===== src/rtl/rbr_pkg.sv =====
package rbr_pkg;
  localparam int RING_CELLS = 5;
  localparam int RETIME_CELL = 0;

  typedef logic [RING_CELLS-1:0] cellVec_t;

  typedef struct packed {
    cellVec_t keep;
    logic     detect;
  } strobes_t;
endpackage


===== src/rtl/rbr_ctrl.sv =====
module rbr_ctrl
  import rbr_pkg::*;
#(
  parameter int SYNC_STAGES = 2
) (
  input  logic     clk,
  input  logic     rst,
  input  cellVec_t bypassN,
  input  logic     sigValid,
  output strobes_t strobes
);
  localparam int LAST = SYNC_STAGES - 1;

  cellVec_t syncQ [SYNC_STAGES];
  logic     detectQ;

  always_ff @(posedge clk) begin
    if (rst) begin
      for (int s = 0; s < SYNC_STAGES; s++) syncQ[s] <= '0;
      detectQ <= 1'b0;
    end else begin
      syncQ[0] <= bypassN;
      for (int s = 1; s < SYNC_STAGES; s++) syncQ[s] <= syncQ[s-1];
      detectQ <= sigValid;
    end
  end

  assign strobes.keep   = syncQ[LAST];
  assign strobes.detect = detectQ;

  logic [1:0] sinceRst;
  always_ff @(posedge clk) begin
    if (rst) sinceRst <= 2'd0;
    else if (sinceRst != 2'd3) sinceRst <= sinceRst + 2'd1;
  end

  generate
    if (SYNC_STAGES == 2) begin : g_lat2
      a_r6_sync_latency: assert property (@(posedge clk) disable iff (rst)
        (sinceRst >= 2'd2) |-> (strobes.keep == $past(bypassN, 2)));
    end
  endgenerate

  a_r8_detect_delay: assert property (@(posedge clk) disable iff (rst)
    (sinceRst >= 2'd1) |-> (strobes.detect == $past(sigValid)));
endmodule


===== src/rtl/rbr_datapath.sv =====
module rbr_datapath
  import rbr_pkg::*;
(
  input  logic     clk,
  input  logic     rst,
  input  cellVec_t nodeIn,
  input  strobes_t strobes,
  output cellVec_t nodeOut,
  output logic     sigDetect
);
  localparam int N = RING_CELLS;

  logic     retimeQ;
  logic     entrySel;
  cellVec_t ringOut;

  always_comb begin
    logic carry;
    carry = retimeQ;
    ringOut = '0;
    ringOut[(RETIME_CELL + 1) % N] = retimeQ;
    for (int i = 1; i < N; i++) begin
      carry = strobes.keep[i] ? nodeIn[i] : carry;
      ringOut[(i + 1) % N] = carry;
    end
    entrySel = strobes.keep[0] ? nodeIn[0] : carry;
  end

  always_ff @(posedge clk) begin
    if (rst) retimeQ <= 1'b0;
    else     retimeQ <= entrySel;
  end

  assign nodeOut   = ringOut;
  assign sigDetect = strobes.detect;

  generate
    for (genvar k = 1; k < N - 1; k++) begin : g_inloop
      a_r2_keep_passes_own: assert property (@(posedge clk) disable iff (rst)
        strobes.keep[k] |-> (nodeOut[k+1] == nodeIn[k]));
    end
  endgenerate

  a_r5_last_to_zero: assert property (@(posedge clk) disable iff (rst)
    strobes.keep[N-1] |-> (nodeOut[0] == nodeIn[N-1]));

  a_r4_retime_delay: assert property (@(posedge clk) disable iff (rst)
    strobes.keep[0] |=> (nodeOut[1] == $past(nodeIn[0])));

  a_r7_all_bypass_equal: assert property (@(posedge clk) disable iff (rst)
    (strobes.keep == '0) |-> (nodeOut == {N{nodeOut[1]}}));

  a_r7_all_bypass_hold: assert property (@(posedge clk) disable iff (rst)
    (strobes.keep == '0) |=> $stable(nodeOut[1]));
endmodule


===== src/rtl/ring_bypass_router.sv =====
module ring_bypass_router
  import rbr_pkg::*;
#(
  parameter int SYNC_STAGES = 2
) (
  input  logic                  clk,
  input  logic                  rst,
  input  logic [RING_CELLS-1:0] nodeIn,
  input  logic [RING_CELLS-1:0] bypassN,
  input  logic                  sigValid,
  output logic [RING_CELLS-1:0] nodeOut,
  output logic                  sigDetect
);
  strobes_t strobes;

  rbr_ctrl #(.SYNC_STAGES(SYNC_STAGES)) u_ctrl (
    .clk      (clk),
    .rst      (rst),
    .bypassN  (bypassN),
    .sigValid (sigValid),
    .strobes  (strobes)
  );

  rbr_datapath u_dp (
    .clk       (clk),
    .rst       (rst),
    .nodeIn    (nodeIn),
    .strobes   (strobes),
    .nodeOut   (nodeOut),
    .sigDetect (sigDetect)
  );
endmodule


===== config.mk =====
export PLATFORM = sky130hd
export DESIGN_NAME = ring_bypass_router
export DESIGN_NICKNAME = d
export VERILOG_FILES = /design/src/rtl/rbr_pkg.sv /design/src/rtl/rbr_ctrl.sv /design/src/rtl/rbr_datapath.sv /design/src/rtl/ring_bypass_router.sv
export SDC_FILE = /design/constraint.sdc
export NUM_CORES = 1
export LEC_CHECK = 0
export ABC_AREA = 0
export BUFFER_PORTS_ARGS = -buffer_cell sky130_fd_sc_hd__buf_4
export CAP_MARGIN = 30
export CELL_PAD_IN_SITES_DETAIL_PLACEMENT = 0
export CELL_PAD_IN_SITES_GLOBAL_PLACEMENT = 1
export CORE_AREA = 2 2 40 42
export DETAILED_ROUTE_END_ITERATION = 8
export DIE_AREA = 0 0 42 44
export PLACE_DENSITY = 0.8
export RECOVER_POWER = 25
export SETUP_SLACK_MARGIN = 0.1
export SLEW_MARGIN = 25
export SYNTH_ARGS = -nofsm -noshare
export SYNTH_HDL_FRONTEND = slang
export SYNTH_SLANG_ARGS = --single-unit

===== constraint.sdc =====
create_clock -name clk -period 1.5 [get_ports clk]
set_input_delay 0.3 -clock clk [delete_from_list [all_inputs] [get_ports clk]]
set_output_delay 0.3 -clock clk [all_outputs]
set_load 0.02 [all_outputs]

==> results of run 1 <==
[cell usage in the layout, fill, tap and decap left out, types with 2 or more instances in the layout]
master / n
nor2b_1: 11
inv_1: 2
buf_4: 16
clkbuf_4: 3
dfxtp_1: 11
buf_6: 3
[final timing paths]
path                            cells after the start  slack [ps]                 end
worst max-delay path                                4        -210          nodeOut[4]
worst min-delay path                                2         240  u_ctrl.syncQ[0][0]
worst max register to register                      4         280        u_dp.retimeQ
worst min register to register                      1         430  u_ctrl.syncQ[0][7]
[final cells by class]
| type | instances | area share |
|---|---|---|
| Clock buffer | 3 | 0.0359 |
| Multi-Input combinational cell | 22 | 0.283 |
| Sequential cell | 12 | 0.385 |
| Timing Repair Buffer | 20 | 0.251 |
| Inverter | 2 | 0.0120 |
| Tap cell | 16 | 0.0319 |
[power by group through the flow]
stage | Sequential, mW | Combinational [mW] | Clock (mW)
after floorplan | 0.351 | 0.0738 | 0
after global placement | 0.349 | 0.135 | 0
after detailed placement | 0.350 | 0.135 | 0
after CTS | 0.343 | 0.145 | 0.192
after global routing | 0.344 | 0.152 | 0.205
final | 0.343 | 0.141 | 0.185
[state kept, by name (all words and copies together) (netlist names)]
name	flops
u_dp.retimeQ	1
u_ctrl.syncQ	10
u_ctrl.detectQ	1
[metrics by stage]
stage          setup TNS, ps  setup slack, ps
6_report                -513             -206
4_1_cts                 -544             -216
3_3_place_gp               0             20.2
5_1_grt                 -682             -278
2_1_floorplan              0              106
3_5_place_dp               0             7.79
[kinds of logic (layout without fill, tap and decap cells)]
group,Yosys count,after routing,share of synthesized area
compound gates,4,4,0.120
buf+inv,4,25,0.0430
flops,12,12,0.550
mux,2,2,0.0602
simple gates,16,16,0.226
[worst max-delay path, stage by stage (launching register included)]
cell and delay, ps:
dfxtp_2 320, mux2_4 320, o311ai_4 270, inv_1 90
buf_6 140
[metal layers]
metal  vias up  track usage  wire, um
met5         -            0         0
met4         0       0.0774        14
met3         2       0.0458        68
met2        14        0.119       307
met1       138       0.0765       238
li1        163            -         -
[repair_timing]
action	4_1_cts	5_1_grt
gates cloned	0	0
endpoints found under the setup margin	3	3
hold buffers	0	0
pin swaps	0	0
resized for setup	4	0
==> results.json, run 1 <==
{
  "nNetsFinal": 74,
  "dr.pass1.iters": 3,
  "rows": 14,
  "clk_pin_slew_ps": 70,
  "gp_congestion": 0.634,
  "fillers": 140,
  "finalMaxSlewViolations": 0,
  "maxCapViolCount": 0,
  "worst_ep_arrival_time_ps": 1410,
  "root_buffer": "clkbuf_4",
  "synth.distinct_cells": 16,
  "whs_ps": 238,
  "io_buffers": 18,
  "clkPwrFrac": 0.277,
  "core-area_um2": 1420,
  "status": "finished, violations left",
  "insertion_delay_ps": 270,
  "cts_tree": "yes",
  "p_sw_frac": 0.237,
  "detail-route-antenna-nets": 0,
  "power_mw": 0.669,
  "finalCritPeriodShare": 1.14,
  "yosys_register_bits": 12,
  "post-cts-setup-buffers": 0,
  "final_area_um2": 627,
  "syn_inst": 38,
  "hp-class": "input pin to register",
  "final.setup.worst_slack_ps": -206,
  "cp-end-kind": "output pin",
  "crit_path_start": "u_ctrl.syncQ[0][6]",
  "peakVddDrop_mv": 0.447,
  "synth_warnings": 0,
  "grt_usage": 0.0797,
  "tightest_slew_ps": 473,
  "multi_input_comb_area_um2": 178,
  "die_w_um": 42,
  "dp_cells": 72,
  "wl_per_cell_um": 8.39,
  "io-pin-count": 19,
  "synth_top_cell_area_share": 0.550,
  "yosys-top-cells-count": "12 x dfxtp_1, 11 x nor2b_1, 2 x inv_1",
  "grt_overflow": 0,
  "setup_viol": 3,
  "syn_nets": 51,
  "die_height_um": 44,
  "critPathKind": "register to output pin",
  "regArea_um2": 241,
  "grt_max_degree": 13,
  "ys.flop_type": "dfxtp_1",
  "synth_top_area_cell": "dfxtp_1",
  "synth_most_common_cell": "dfxtp_1",
  "synthArstFlopShare": 0,
  "hold_viol_final": 0,
  "drive_above_1_share": 0.475,
  "vias": 317,
  "cp_max_fo": 3,
  "total_leakage_power_nw": 0.281,
  "final-instance-count-excl-fill": 75,
  "placed_area_um2": 596,
  "final_util": 0.442,
  "synth-edff-count": 0,
  "startpoint_type": "register",
  "clk_path_buf_depth": 2,
  "dp_hpwl_um": 502,
  "switching_power_mw": 0.159,
  "remaining_drc_errors": 0,
  "synth_area_leaders": "dfxtp_1 55%, nor2b_1 16%, o311ai_4 6.0%",
  "slew_headroom": 0.684,
  "hp-start": "bypassN[0]",
  "rsz0062_at_grt": "yes",
  "final.setup_skew_ps": 3.82,
  "seqPwrFrac": 0.512,
  "num_antenna_cells": 0,
  "avgSynthCellArea_um2": 11.5,
  "grt_pass1_vias": 267,
  "violations": "negative setup slack",
  "powerDensity_nw_per_um2": 1070,
  "drt-initial-drc-count": 4,
  "grt_antenna_before_repair": 0,
  "cts_made_buffers": 3,
  "viasPerCell": 4.23,
  "die-area_um2": 1850,
  "combPwrFrac": 0.211,
  "synth_area_um2": 437,
  "routed_wl_um": 629,
  "synth.yosys.seq_area_share": 0.550,
  "r2r-start": "u_ctrl.syncQ[0][6]",
  "internal-power_mw": 0.510,
  "initial_utilization": 0.308,
  "synthToLayoutAreaGrowth_pct": 43.6,
  "grt_pass1_wl_um": 1020,
  "cts_max_level": 1,
  "max_freq_ghz": 0.586,
  "fin_crit_ps": 1710,
  "cp_data_required_time_ps": 1200,
  "clock_sink_count": 12
}
Power figures use the tool's default switching activity.
==> run 2, diff against run 1 <==
==> constraint.sdc (replaced) <==
create_clock -name clk -period 1.63 [get_ports clk]
set_input_delay 0.326 -clock clk [delete_from_list [all_inputs] [get_ports clk]]
set_output_delay 0.326 -clock clk [all_outputs]
set_load 0.02 [all_outputs]
==> results.json, run 2 (synthesis gave the netlist of run 1 again) <==
{
  "detail-route-antenna-nets": 0,
  "grt_usage": 0.0997,
  "powerDensity_nw_per_um2": 1060,
  "cts_max_level": 1,
  "final_area_um2": 633,
  "cts_tree": "yes",
  "finalMaxSlewViolations": 0,
  "total_leakage_power_nw": 0.282,
  "dp_hpwl_um": 537,
  "finalCritPeriodShare": 1.09,
  "tightest_slew_ps": 467,
  "seqPwrFrac": 0.469,
  "cts_made_buffers": 3,
  "startpoint_type": "register",
  "worst_ep_arrival_time_ps": 1440,
  "nNetsFinal": 73,
  "die_height_um": 44,
  "io_buffers": 18,
  "critPathKind": "register to output pin",
  "drive_above_1_share": 0.492,
  "vias": 317,
  "max_freq_ghz": 0.565,
  "clkPwrFrac": 0.340,
  "reg.largest.list": "u_ctrl.syncQ x10, u_ctrl.detectQ x1, u_dp.retimeQ x1",
  "routed_wl_um": 693,
  "largest_register_ffs": 10,
  "final.setup_skew_ps": 2.36,
  "layout_commonest_cell": "buf_4",
  "top_layer_used": "met4",
  "drt-initial-drc-count": 0,
  "hold_viol_final": 0,
  "mostFrequentLayoutCells": "15 x buf_4, 11 x nor2b_1, 11 x dfxtp_1, 3 x clkbuf_4, 3 x buf_6",
  "switching_power_mw": 0.156,
  "core-area_um2": 1420,
  "hp-class": "input pin to register",
  "slew_headroom": 0.689,
  "cpPeakStageDelay_ps": 330,
  "cp_max_fo": 2,
  "p_sw_frac": 0.231,
  "whs_ps": 263,
  "die_w_um": 42,
  "viasPerCell": 4.23,
  "wl_met2_um": 366,
  "rows": 14,
  "critical_path.slowest_cell": "dfxtp_2",
  "cp-end-kind": "output pin",
  "die-area_um2": 1850,
  "combPwrFrac": 0.192,
  "wl_met3_um": 69,
  "rsz0062_at_grt": "yes",
  "num_antenna_cells": 0,
  "grt_max_degree": 13,
  "fin_crit_ps": 1770,
  "insertion_delay_ps": 270,
  "placed_area_um2": 581,
  "grt_antenna_before_repair": 0,
  "initial_utilization": 0.308,
  "final.setup.worst_slack_ps": -140,
  "synthToLayoutAreaGrowth_pct": 45.0,
  "max_flop_register": "u_ctrl.syncQ",
  "clock_sink_count": 12,
  "wl_met1_um": 243,
  "grt_overflow": 0,
  "peakVddDrop_mv": 0.510,
  "dr.pass1.iters": 1,
  "setup_tns_ps": -385,
  "setup_viol": 3,
  "internal-power_mw": 0.518,
  "gp_congestion": 0.629,
  "cp_cell_sequence": "mux2_4 -> buf_4 -> mux2_2 -> buf_6",
  "cp_data_required_time_ps": 1300,
  "violations": "negative setup slack",
  "clk_pin_slew_ps": 70,
  "root_buffer": "clkbuf_4",
  "clk_path_buf_depth": 2,
  "wl_per_cell_um": 9.24,
  "grt_pass1_wl_um": 1250,
  "status": "finished, violations left",
  "maxCapViolCount": 0,
  "grt_pass1_vias": 289,
  "remaining_drc_errors": 0,
  "io-pin-count": 19
}
run 2: cell types whose count changed in the layout (fill, tap and decap cells not counted):
cell      previous run  this run
buf_4               16        15
inv_2                0         1
clkbuf_8             0         1
inv_1                2         1
run 2: critical path, delay by kind of cell (launching register included):
| family | cells | cell delay (ps) |
|---|---|---|
| buffers and inverters | 2 | 270 |
| multiplexers | 2 | 580 |
| flip-flops | 1 | 330 |
run 2: stage by stage:
stage	worst slack (ps)	util	std cells	power, mW
global placement	75.8	0.409	70	0.439
CTS	-156	0.441	74	0.678
global route	-218	0.446	75	0.720
finish	-140	0.446	75	0.674
floorplan	210	-	38	0.391
detailed placement	52.5	0.409	70	0.442
run 2: final cells by class:
| cell class | count | area (um^2) |
|---|---|---|
| fillers | 143 | 786 |
| flip-flops and latches | 12 | 241 |
| multi-input cells | 22 | 178 |
| repair buffers | 19 | 150 |
| clock buffers | 4 | 36.3 |
| well taps | 16 | 20.0 |
| inverters | 2 | 7.51 |
run 2: power by group through the flow:
stage          Clock [mW]  Combinational, mW  Sequential, mW
2_1_floorplan           0             0.0679           0.323
3_3_place_gp            0              0.117           0.322
3_5_place_dp            0              0.119           0.323
4_1_cts             0.237              0.125           0.316
5_1_grt             0.262              0.139           0.318
6_report            0.229              0.129           0.316
run 2: repair_timing:
action / in CTS / in global routing
hold buffers: 0 / 0
resized for setup: 3 / 2
cloned: 0 / 0
setup buffers: 0 / 1
pin swaps: 0 / 0
endpoints found under the setup margin: 3 / 3
run 2: path summary, 6_finish.rpt:
check                          start            endpoint  slack, ps  cells after the start
setup / recovery  u_ctrl.syncQ[0][6]          nodeOut[3]       -140                      4
hold / removal              sigValid      u_ctrl.detectQ        260                      2
setup reg to reg  u_ctrl.syncQ[0][6]        u_dp.retimeQ        480                      3
hold reg to reg   u_ctrl.syncQ[0][2]  u_ctrl.syncQ[0][7]        440                      1
run 2: per-layer routing:
metal,GRT usage,vias to the layer above
met3,0.0625,2
met1,0.0916,134
met4,0.0774,0
li1,-,166
met5,0,-
met2,0.159,15
==> run 3, diff against run 2 <==
--- a/config.mk
+++ b/config.mk
@@ -5,15 +5,14 @@
 export SDC_FILE = /design/constraint.sdc
 export NUM_CORES = 1
 export LEC_CHECK = 0
-export ABC_AREA = 0
-export BUFFER_PORTS_ARGS = -buffer_cell sky130_fd_sc_hd__buf_4
-export CAP_MARGIN = 30
+export CAP_MARGIN = 20
 export CELL_PAD_IN_SITES_DETAIL_PLACEMENT = 0
 export CELL_PAD_IN_SITES_GLOBAL_PLACEMENT = 1
-export CORE_AREA = 2 2 40 42
+export CORE_AREA = 2 2 39 41
 export DETAILED_ROUTE_END_ITERATION = 8
-export DIE_AREA = 0 0 42 44
-export PLACE_DENSITY = 0.8
+export DIE_AREA = 0 0 41 43
+export DONT_BUFFER_PORTS = 1
+export PLACE_DENSITY = 0.67
 export RECOVER_POWER = 25
 export SETUP_SLACK_MARGIN = 0.1
 export SLEW_MARGIN = 25
==> results.json, run 3 (synthesis gave the netlist of run 1 again) <==
{
  "violations": "negative setup slack",
  "rows": 14,
  "synthToLayoutAreaGrowth_pct": 17.5,
  "dr.pass1.iters": 4,
  "hp-start": "rst",
  "cts-hold-fix-buffers": 0,
  "die_w_um": 41,
  "startpoint_type": "register",
  "max_flop_register": "u_ctrl.syncQ",
  "final.setup_skew_ps": 0.297,
  "largest_register_ffs": 10,
  "cp-end-kind": "output pin",
  "cp_cell_sequence": "mux2_4 -> o311ai_4 -> inv_2",
  "cts_made_buffers": 3,
  "cts_tree": "yes",
  "grt_max_degree": 13,
  "core-area_um2": 1380,
  "cts_max_level": 1,
  "io_buffers": 0,
  "hold_viol_final": 0,
  "viasPerCell": 4.31,
  "clk_pin_slew_ps": 70,
  "status": "finished, violations left",
  "grt_overflow": 0,
  "critPathKind": "register to output pin",
  "cp_max_fo": 3,
  "reg.largest.list": "u_ctrl.syncQ x10, u_ctrl.detectQ x1, u_dp.retimeQ x1",
  "place_ws_ps": 147,
  "r2r-end": "u_dp.retimeQ",
  "fillers": 152,
  "grt_usage": 0.0782,
  "reg2reg_setup_slack_ps": 220,
  "nNetsFinal": 57,
  "setup_viol": 2,
  "wl_per_cell_um": 9.86,
  "critPathBufInv": 1,
  "fin_crit_ps": 1710,
  "setup_tns_ps": -148,
  "root_buffer": "clkbuf_4",
  "drt-initial-drc-count": 3,
  "routed_wl_um": 582,
  "initial_utilization": 0.316,
  "holdPathStages": 1,
  "detail-route-antenna-nets": 0,
  "num_antenna_cells": 0,
  "worst_ep_arrival_time_ps": 1380,
  "slew_headroom": 0.777,
  "peakVddDrop_mv": 0.358,
  "die_height_um": 43,
  "gp_congestion": 0.531,
  "hold_end": "u_ctrl.syncQ[0][6]",
  "grt_antenna_before_repair": 0,
  "insertion_delay_ps": 260,
  "cpPeakStageDelay_ps": 350,
  "power_mw": 0.623,
  "final_util": 0.371,
  "die-area_um2": 1760,
  "cp_data_required_time_ps": 1300,
  "final.setup.worst_slack_ps": -77.4,
  "finalMaxSlewViolations": 0,
  "clk_path_buf_depth": 2,
  "remaining_drc_errors": 0,
  "maxCapViolCount": 0,
  "total_leakage_power_nw": 0.205,
  "drive_above_1_share": 0.326,
  "clock_sink_count": 12,
  "reg2reg_depth": 5,
  "vias": 254,
  "io-pin-count": 19,
  "grt_pass1_vias": 226,
  "r2r-start": "u_ctrl.syncQ[0][6]",
  "mostFrequentLayoutCells": "11 x nor2b_1, 11 x dfxtp_1, 3 x clkbuf_4, 3 x buf_4",
  "finalCritPeriodShare": 1.05,
  "grt_pass1_wl_um": 834,
  "crit_family": "multiplexers",
  "hp-class": "input pin to register",
  "powerDensity_nw_per_um2": 1210,
  "critical_path.slowest_cell": "mux2_4",
  "max_freq_ghz": 0.586,
  "rsz0062_at_grt": "yes",
  "tightest_slew_ps": 334
}
-- run 3: cell types whose count changed in the layout (fill, tap and decap cells not counted), sizes merged --
cell,before,now
buf,18,3
clkbuf,5,4
-- run 3: per-layer routing --
| metal | track usage | vias up | wire length [um] | share of wire |
|---|---|---|---|---|
| met4 | 0.100 | 0 | 0 | 0 |
| met3 | 0.0314 | 0 | 87 | 0.15 |
| met2 | 0.0906 | 15 | 249 | 0.43 |
| li1 | - | 130 | - | - |
| met1 | 0.0900 | 109 | 246 | 0.42 |
| met5 | 0 | - | 0 | 0 |
-- run 3: how the worst max path moves through the flow --
| stage | startpoint | end | slack (ps) | cells after the start |
|---|---|---|---|---|
| finish | u_ctrl.syncQ[0][6] | nodeOut[4] | -80 | 3 |
| global route | u_ctrl.syncQ[0][6] | nodeOut[4] | -130 | 3 |
| CTS | u_ctrl.syncQ[0][6] | nodeOut[4] | -140 | 3 |
| detailed placement | u_ctrl.syncQ[0][6] | nodeOut[4] | 150 | 3 |
| global placement | u_ctrl.syncQ[0][6] | nodeOut[4] | 190 | 3 |
| floorplan | u_ctrl.syncQ[0][6] | nodeOut[4] | 210 | 3 |
-- run 3: repair_timing --
item / in CTS / in global routing
resized for setup: 3 / 0
pin swaps: 1 / 1
endpoints found under the setup margin: 3 / 3
buffers inserted: 1 / 1
-- run 3: report_power, final --
| group | total, mW | internal, mW | switching [mW] |
|---|---|---|---|
| Clock | 0.221 | 0.135 | 0.0858 |
| Sequential | 0.318 | 0.309 | 0.00956 |
| Combinational | 0.0833 | 0.0401 | 0.0432 |
| Total | 0.623 | 0.485 | 0.138 |
-- run 3: per-stage QoR --
stage	hold slack, ps	std cells	area, um^2
floorplan	398	38	437
global placement	401	53	453
detailed placement	400	53	453
CTS	110	58	505
global route	105	59	513
finish	123	59	513
-- run 3: worst register-to-register path, delay by kind of cell, from the launching register on --
family | cells | cell delay, ps
AOI/OAI and AO/OA | 2 | 360
DFF | 1 | 320
muxes | 1 | 350
buffers and inverters | 2 | 260
-- run 3: layout make-up --
cell class | count | area [um^2] | share of cell area
clock buffer | 4 | 36.3 | 0.0707
inverter | 2 | 7.51 | 0.0146
multi-input combinational | 22 | 185 | 0.361
sequential | 12 | 241 | 0.471
tap | 16 | 20.0 | 0.0390
timing repair buffer | 3 | 22.5 | 0.0439
